**src/rtl/mhf_pkg.sv**
```systemverilog
package mhf_pkg;
  localparam int ADDR_W    = 48;
  localparam int IDX_W     = 6;
  localparam int NBINS     = 1 << IDX_W;
  localparam int NBYTES    = NBINS / 8;
  localparam int CRC_W     = 32;
  localparam int WORD_W    = 16;
  localparam int NWORDS    = ADDR_W / WORD_W;
  localparam logic [CRC_W-1:0] CRC_POLY = 32'h04C11DB7;

  typedef enum logic [1:0] {
    OP_ADD  = 2'b00,
    OP_REM  = 2'b01,
    OP_SYNC = 2'b10,
    OP_NOP  = 2'b11
  } op_e;

  // bit k of the result is the k-th bit fed into the CRC
  function automatic logic [ADDR_W-1:0] feed_order(input logic [ADDR_W-1:0] a);
    logic [ADDR_W-1:0] s;
    logic [WORD_W-1:0] w;
    s = '0;
    for (int j = 0; j < NWORDS; j++) begin
      w = a[ADDR_W-1-WORD_W*j -: WORD_W];
      s[WORD_W*j +: WORD_W] = {w[7:0], w[15:8]};
    end
    return s;
  endfunction

  function automatic logic [CRC_W-1:0] crc_step(input logic [CRC_W-1:0] c, input logic d);
    logic fb;
    fb = c[CRC_W-1] ^ d;
    c = {c[CRC_W-2:0], 1'b0};
    if (fb) c = c ^ CRC_POLY;
    return c;
  endfunction

  function automatic logic [IDX_W-1:0] bin_of_crc(input logic [CRC_W-1:0] c);
    logic [IDX_W-1:0] r;
    for (int i = 0; i < IDX_W; i++) r[i] = c[IDX_W-1-i];
    return r;
  endfunction

  function automatic logic [IDX_W-1:0] bin_of_addr(input logic [ADDR_W-1:0] a);
    logic [ADDR_W-1:0] s;
    logic [CRC_W-1:0] c;
    s = feed_order(a);
    c = '1;
    for (int k = 0; k < ADDR_W; k++) c = crc_step(c, s[k]);
    return bin_of_crc(c);
  endfunction
endpackage

```
**src/rtl/mhf_crc_serial.sv**
```systemverilog
module mhf_crc_serial
  import mhf_pkg::*;
(
  input  logic              clk_i,
  input  logic              rst_ni,
  input  logic              start_i,
  input  logic [ADDR_W-1:0] addr_i,
  output logic              done_o,
  output logic [IDX_W-1:0]  idx_o
);
  localparam int STEPS  = ADDR_W;
  localparam int CNT_W  = $clog2(STEPS);
  localparam logic [CNT_W-1:0] LAST = CNT_W'(STEPS - 1);

  logic [ADDR_W-1:0] sh_q;
  logic [CRC_W-1:0]  crc_q;
  logic [CNT_W-1:0]  cnt_q;
  logic              run_q, done_q;

  always_ff @(posedge clk_i or negedge rst_ni) begin
    if (!rst_ni) begin
      sh_q   <= '0;
      crc_q  <= '1;
      cnt_q  <= '0;
      run_q  <= 1'b0;
      done_q <= 1'b0;
    end else if (start_i) begin
      sh_q   <= feed_order(addr_i);
      crc_q  <= '1;
      cnt_q  <= '0;
      run_q  <= 1'b1;
      done_q <= 1'b0;
    end else begin
      done_q <= run_q && (cnt_q == LAST);
      if (run_q) begin
        crc_q <= crc_step(crc_q, sh_q[0]);
        sh_q  <= sh_q >> 1;
        cnt_q <= cnt_q + 1'b1;
        if (cnt_q == LAST) run_q <= 1'b0;
      end
    end
  end

  assign done_o = done_q;
  assign idx_o  = bin_of_crc(crc_q);

  p_done_after_run_r7: assert property (@(posedge clk_i) disable iff (!rst_ni)
    done_q |-> $past(run_q));
  p_run_starts_at_zero_r7: assert property (@(posedge clk_i) disable iff (!rst_ni)
    $rose(run_q) |-> cnt_q == '0);
endmodule

```
**src/rtl/mhf_bin_store.sv**
```systemverilog
module mhf_bin_store
  import mhf_pkg::*;
#(
  parameter int CNT_W = 8
) (
  input  logic             clk_i,
  input  logic             rst_ni,
  input  logic             upd_i,
  input  logic             op_rem_i,
  input  logic [IDX_W-1:0] idx_i,
  output logic [NBINS-1:0] filter_o,
  output logic             err_o
);
  localparam logic [CNT_W-1:0] CNT_MAX = '1;

  logic [NBINS-1:0] zero_v;
  logic             err_q;

  for (genvar b = 0; b < NBINS; b++) begin : g_bin
    logic [CNT_W-1:0] cnt_q;
    logic             bit_q;
    logic             sel;
    assign sel = upd_i && (idx_i == IDX_W'(b));

    always_ff @(posedge clk_i or negedge rst_ni) begin
      if (!rst_ni) begin
        cnt_q <= '0;
        bit_q <= 1'b0;
      end else if (sel) begin
        if (!op_rem_i) begin
          if (cnt_q != CNT_MAX) cnt_q <= cnt_q + 1'b1;
          if (cnt_q == '0) bit_q <= 1'b1;
        end else if (cnt_q != '0) begin
          cnt_q <= cnt_q - 1'b1;
          if (cnt_q == CNT_W'(1)) bit_q <= 1'b0;
        end
      end
    end

    assign zero_v[b]   = (cnt_q == '0);
    assign filter_o[b] = bit_q;

    p_bit_count_agree_r4: assert property (@(posedge clk_i) disable iff (!rst_ni)
      bit_q == (cnt_q != '0));
    p_saturate_r6: assert property (@(posedge clk_i) disable iff (!rst_ni)
      (sel && !op_rem_i && cnt_q == CNT_MAX) |=> cnt_q == CNT_MAX);
  end

  always_ff @(posedge clk_i or negedge rst_ni) begin
    if (!rst_ni) err_q <= 1'b0;
    else         err_q <= upd_i && op_rem_i && zero_v[idx_i];
  end

  assign err_o = err_q;

  p_err_source_r5: assert property (@(posedge clk_i) disable iff (!rst_ni)
    err_q |-> $past(upd_i && op_rem_i));
endmodule

```
**src/rtl/mhf_sync_tx.sv**
```systemverilog
module mhf_sync_tx
  import mhf_pkg::*;
(
  input  logic             clk_i,
  input  logic             rst_ni,
  input  logic             start_i,
  input  logic [NBINS-1:0] filter_i,
  input  logic             acc_gnt_i,
  output logic             acc_req_o,
  output logic             wr_en_o,
  output logic [7:0]       wr_data_o,
  output logic             busy_o
);
  localparam int BYTE_W = $clog2(NBYTES);
  localparam logic [BYTE_W-1:0] LAST = BYTE_W'(NBYTES - 1);

  typedef enum logic [1:0] {S_IDLE, S_REQ, S_TX} st_e;
  st_e              st_q;
  logic [BYTE_W-1:0] byte_q;

  always_ff @(posedge clk_i or negedge rst_ni) begin
    if (!rst_ni) begin
      st_q   <= S_IDLE;
      byte_q <= '0;
    end else begin
      unique case (st_q)
        S_IDLE: if (start_i) st_q <= S_REQ;
        S_REQ: if (acc_gnt_i) begin
          st_q   <= S_TX;
          byte_q <= '0;
        end
        S_TX: begin
          byte_q <= byte_q + 1'b1;
          if (byte_q == LAST) st_q <= S_IDLE;
        end
        default: st_q <= S_IDLE;
      endcase
    end
  end

  assign acc_req_o = (st_q != S_IDLE);
  assign wr_en_o   = (st_q == S_TX);
  assign wr_data_o = wr_en_o ? filter_i[{byte_q, 3'b000} +: 8] : 8'h00;
  assign busy_o    = (st_q != S_IDLE);

  p_write_after_grant_r8: assert property (@(posedge clk_i) disable iff (!rst_ni)
    $rose(wr_en_o) |-> $past(acc_gnt_i));
  p_req_during_write_r8: assert property (@(posedge clk_i) disable iff (!rst_ni)
    wr_en_o |-> acc_req_o);
endmodule

```
**src/rtl/mcast_hash_filter.sv**
```systemverilog
module mcast_hash_filter
  import mhf_pkg::*;
#(
  parameter int CNT_W     = 8,
  parameter bit LOOKUP_EN = 1'b1
) (
  input  logic        clk_i,
  input  logic        rst_ni,
  input  logic        cmd_valid_i,
  input  logic [1:0]  cmd_op_i,
  input  logic [47:0] cmd_addr_i,
  output logic        busy_o,
  output logic        err_o,
  output logic        acc_req_o,
  input  logic        acc_gnt_i,
  output logic        wr_en_o,
  output logic [7:0]  wr_data_o,
  input  logic        lookup_valid_i,
  input  logic [47:0] lookup_addr_i,
  output logic        lookup_hit_o
);
  op_e              op;
  logic             accept, hash_start, sync_start;
  logic             hash_busy_q, op_rem_q;
  logic             crc_done;
  logic [IDX_W-1:0] crc_idx;
  logic             upd;
  logic [NBINS-1:0] filter;
  logic             sync_busy;

  assign op         = op_e'(cmd_op_i);
  assign accept     = cmd_valid_i && !busy_o && (op != OP_NOP);
  assign hash_start = accept && (op == OP_ADD || op == OP_REM);
  assign sync_start = accept && (op == OP_SYNC);
  assign upd        = crc_done && hash_busy_q;
  assign busy_o     = hash_busy_q || sync_busy;

  always_ff @(posedge clk_i or negedge rst_ni) begin
    if (!rst_ni) begin
      hash_busy_q <= 1'b0;
      op_rem_q    <= 1'b0;
    end else if (hash_start) begin
      hash_busy_q <= 1'b1;
      op_rem_q    <= (op == OP_REM);
    end else if (upd) begin
      hash_busy_q <= 1'b0;
    end
  end

  mhf_crc_serial u_crc (
    .clk_i   (clk_i),
    .rst_ni  (rst_ni),
    .start_i (hash_start),
    .addr_i  (cmd_addr_i),
    .done_o  (crc_done),
    .idx_o   (crc_idx)
  );

  mhf_bin_store #(.CNT_W(CNT_W)) u_store (
    .clk_i    (clk_i),
    .rst_ni   (rst_ni),
    .upd_i    (upd),
    .op_rem_i (op_rem_q),
    .idx_i    (crc_idx),
    .filter_o (filter),
    .err_o    (err_o)
  );

  mhf_sync_tx u_sync (
    .clk_i     (clk_i),
    .rst_ni    (rst_ni),
    .start_i   (sync_start),
    .filter_i  (filter),
    .acc_gnt_i (acc_gnt_i),
    .acc_req_o (acc_req_o),
    .wr_en_o   (wr_en_o),
    .wr_data_o (wr_data_o),
    .busy_o    (sync_busy)
  );

  if (LOOKUP_EN) begin : g_lookup
    logic hit_q;
    always_ff @(posedge clk_i or negedge rst_ni) begin
      if (!rst_ni) hit_q <= 1'b0;
      else         hit_q <= lookup_valid_i && filter[bin_of_addr(lookup_addr_i)];
    end
    assign lookup_hit_o = hit_q;
  end else begin : g_no_lookup
    assign lookup_hit_o = 1'b0;
  end

  p_accept_busy_r7: assert property (@(posedge clk_i) disable iff (!rst_ni)
    (cmd_valid_i && !busy_o && cmd_op_i != 2'b11) |=> busy_o);
  p_nop_idle_r7: assert property (@(posedge clk_i) disable iff (!rst_ni)
    (!busy_o && !(cmd_valid_i && cmd_op_i != 2'b11)) |=> !busy_o);
  p_hit_needs_valid_r9: assert property (@(posedge clk_i) disable iff (!rst_ni)
    lookup_hit_o |-> $past(lookup_valid_i));
endmodule

```
**config.mk**
```make
export PLATFORM = sky130hd
export DESIGN_NAME = mcast_hash_filter
export DESIGN_NICKNAME = d
export VERILOG_FILES = /design/src/rtl/mhf_pkg.sv /design/src/rtl/mhf_crc_serial.sv /design/src/rtl/mhf_bin_store.sv /design/src/rtl/mhf_sync_tx.sv /design/src/rtl/mcast_hash_filter.sv
export SDC_FILE = /design/constraint.sdc
export NUM_CORES = 2
export LEC_CHECK = 0
export BUFFER_PORTS_ARGS = -buffer_cell sky130_fd_sc_hd__buf_2
export CAP_MARGIN = 10
export CORE_ASPECT_RATIO = 1.25
export CORE_MARGIN = 1.5
export CORE_UTILIZATION = 55
export DETAILED_ROUTE_END_ITERATION = 10
export GPL_TIMING_DRIVEN = 0
export PLACE_DENSITY = 0.74
export RECOVER_POWER = 25
export SKIP_LAST_GASP = 1
export SLEW_MARGIN = 20
export SYNTH_ARGS = -nofsm -noshare
export SYNTH_HDL_FRONTEND = slang
export SYNTH_SLANG_ARGS = --single-unit
```
**constraint.sdc**
```tcl
create_clock -name clk_i -period 2.7 [get_ports clk_i]
set_input_delay 0.135 -clock clk_i [delete_from_list [all_inputs] [get_ports clk_i]]
set_output_delay 0.135 -clock clk_i [all_outputs]
set_load 0.05 [all_outputs]
```
==> summary.txt <==
Synth cell types: 82
Nets: 5,335
Main area contributors after synthesis: dfrtp_1 37%, ha_1 7.5%, xnor2_1 6.8%
Pwr Density: 819 nW/um^2
Gr ovfl total: 0
Slew headroom: 0.0726
Crit share post-route: 1.39
Min Clock Period, post-route: 3.76 ns
Starting Density: 0.555
Placed cell area: 45,300 sq um
Synth Register Bits: 673
Clk_skew: 0.0301 ns
Core Util, Final: 0.658
Final setup fails: 110
Inserted Clock Buffers: 75
Post-DP HPWL: 93,100 um
RSZ-0062 raised after global routing: yes
Max_cap viols: 0
Largest area contributor in the netlist: dfrtp_1
Global-route wire length before repair: 208,000 um
Clk slew on worst S/H paths: 0.06 ns
Port Buf Inserts: 106
Vias per inst: 6.17
Die Span Y: 315 um
Worst slew pin tran: 1.39 ns
Detailed Routing Iterations Pass 1: 9
WL per Instance: 22.6 um
Worst hold path class: primary input to flip-flop
Die ar.: 79,800 sq um
CP delay by family, top: XOR/XNOR gates
Total Routing Usage GR: 0.340
IO Count: 116
Pwr Total: 41.6 mW
CTS tree: done
Highest clock rate: 266 MHz
EDFF count, synth: 0
Fin area: 50,800 sq um
Worst EP required: 3.09 ns
Setup crit start kind: primary input
Cells after Synth: 4,628
Root buffer cell: clkbuf_16
Vias: 37,500
Final WS setup: -1.06 ns
CP max stage delay: 0.63 ns
Share of cells above drive strength 1: 0.148
Critical path's slowest cell: mux4_1
Initial antenna violation count: 5
Drt initial violations: 3,845
Final Max Tran Viols: 0
Crit path cell chain: buf_4 > xnor2_4 > buf_4 > xor2_2 > xnor3_2 > xor2_1 > xnor2_1 > xnor2_4 > mux4_1 > a31oi_1 > o41ai_2 > o311ai_1 > a41o_2 > nand4_1
Syn Nets: 4,990
Buf/Inv on CP: 2
Synthesized area: 42,900 sq um
Final wirelength: 137,000 um
Post-synth top area share: 0.374
Largest net degree at the start of global routing: 98
Worst VDD drop: 2740 uV
Final GP Congestion: 1.05
Core Box Area: 77,300 sq um
Post-route antenna net violation count: 0
Seq/Total Area, Yosys: 0.393
Outcome: finished, violations left
Critical path type: primary input to flip-flop
DRC viols: 0
Leak: 24.5 nW
Fin. Hold Viols: 0
Yosys Warn Count: 0
Die Wd: 253 um
CTS sink cnt: 673
FFs w/ async S/R, synth: 1.00
# H-tree levels: 3
Synth Flop Type: dfrtp_1
Filler cells: 6,085
Mean cell area of the mapped netlist: 9.28 sq um
Crit path DAT: 4.16 ns
Failing checks: setup timing
Critical path peak fanout: 9
Vias in the first global route: 35,900
Fin Hold WS: 0.229 ns
Clk buf depth: 3
Most common cell in the synthesized netlist: dfrtp_1
Std cell rows: 114
Critical Path End Type: flip-flop
Synth cell count leaders: 641 x dfrtp_1, 482 x nor2_1, 457 x nand2_1
Worst skew pair latency: 0.65 ns
Area growth from synthesis to layout: 18.4%
==> per-stage QoR <==
stage / TNS (ns) / setup WS, ns / std cells
after floorplan: -0.977 / -0.977 / 4628
after global placement: - / -12.76 / 5778
after detailed placement: -1153.47 / -2.89 / 5791
after CTS: -1.40 / -0.834 / 6038
after global routing: -120.51 / -1.15 / 6077
final: -6.44 / -1.06 / 6078
==> final timing paths <==
check,startpoint,endpoint,slack [ns],cells after the start
worst max-delay path,lookup_addr_i[42],lookup_hit_o,-1.06,14
worst min-delay path,cmd_valid_i,u_crc.sh_q[46],0.23,5
worst max register to register,u_store.g_bin[5].cnt_q[5],u_store.err_o,-0.38,7
worst min register to register,u_store.g_bin[7].cnt_q[5],u_store.g_bin[7].cnt_q[5],0.48,1
max in group asynchronous,rst_ni,u_store.g_bin[23].cnt_q[6],-0.07,5
min in group asynchronous,rst_ni,u_crc.sh_q[17],0.34,2
==> registers in the layout, indices dropped and copies added, names as in the netlist <==
name / cells
u_crc.sh_q: 48
u_crc.crc_q: 32
u_sync.byte_q: 3
u_store.err_o: 1
lookup_hit_o: 1
u_sync.st_q: 2
hash_busy_q: 1
u_crc.cnt_q: 6
u_store.g_bin.cnt_q: 512
u_crc.run_q: 1
u_crc.done_o: 1
u_store.g_bin.bit_q: 64
op_rem_q: 1
==> layer usage <==
metal  up-vias  share of wire  global-route usage
li1      17000              -                   -
met5         -        0.00013                   0
met2      1769           0.45               0.535
met4         2          0.079               0.231
met3       494          0.087              0.0668
met1     18300           0.38               0.426
==> cell usage in the layout, fill, tap and decap left out, drive strengths merged, types with 27 or more instances in the layout <==
master | synthesis | routed
a31oi | 69 | 69
xor2 | 303 | 303
o31ai | 27 | 27
clkbuf | 101 | 201
nor4 | 65 | 65
or3 | 46 | 46
o22ai | 29 | 29
dfrtp | 641 | 641
nand4 | 114 | 114
nor2 | 482 | 482
xnor2 | 337 | 337
nor2b | 29 | 29
nor3 | 138 | 138
nand4b | 42 | 42
or4 | 27 | 27
buf | 43 | 270
nand2b | 48 | 48
a21oi | 257 | 257
ha | 259 | 259
and2 | 27 | 27
dlygate4sd3 | 0 | 53
o21ai | 230 | 230
and3 | 122 | 122
dfstp | 32 | 32
mux2i | 108 | 108
nand3 | 149 | 149
nand2 | 457 | 457
inv | 155 | 155
==> repair_timing <==
item | in CTS | in global routing
setup endpoints to repair | 587 | 258
pin swaps | 42 | 35
gates cloned | 1 | 1
setup buffers | 69 | 43
hold buffers | 53 | 0
gates resized for setup | 390 | 129
hold endpoints to repair | 361 | 0
==> worst reg2reg max path, cell delays in order, from the launching register on <==
cell       delay (ns)
dfrtp_1          0.42
or4_1            0.56
nor3_1           0.55
a21oi_1          0.32
nor4_1           0.42
a221oi_1         0.14
a2111oi_1        0.36
buf_2            0.24
==> power breakdown <==
part | switching (mW) | internal, mW
Clock | 4.43 | 6.15
Sequential | 0.000718 | 10.1
Combinational | 11.3 | 9.62
Total | 15.8 | 25.9
==> logic make-up after synthesis <==
kind of cell	after synthesis	synth area share
simple gates	1829	0.210
buf+inv	299	0.0272
compound gates	747	0.102
fa+ha+maj	259	0.0755
xor+xnor	674	0.151
mux	147	0.0411
flops	673	0.393
==> final cells by class <==
cell class                      count  area (sq um)  share of cell area
Timing Repair Buffer              280          2180              0.0429
Sequential cell                   673         16900               0.332
Inverter                          155           586              0.0115
Antenna cell                        1          2.50           0.0000492
Multi-Input combinational cell   3656         26200               0.515
Clock buffer                      112          2200              0.0433
Tap cell                         1044          1310              0.0257
Buffer                            132          1160              0.0228
Clock inverter                     25           312             0.00613
Power figures use the tool's default switching activity.
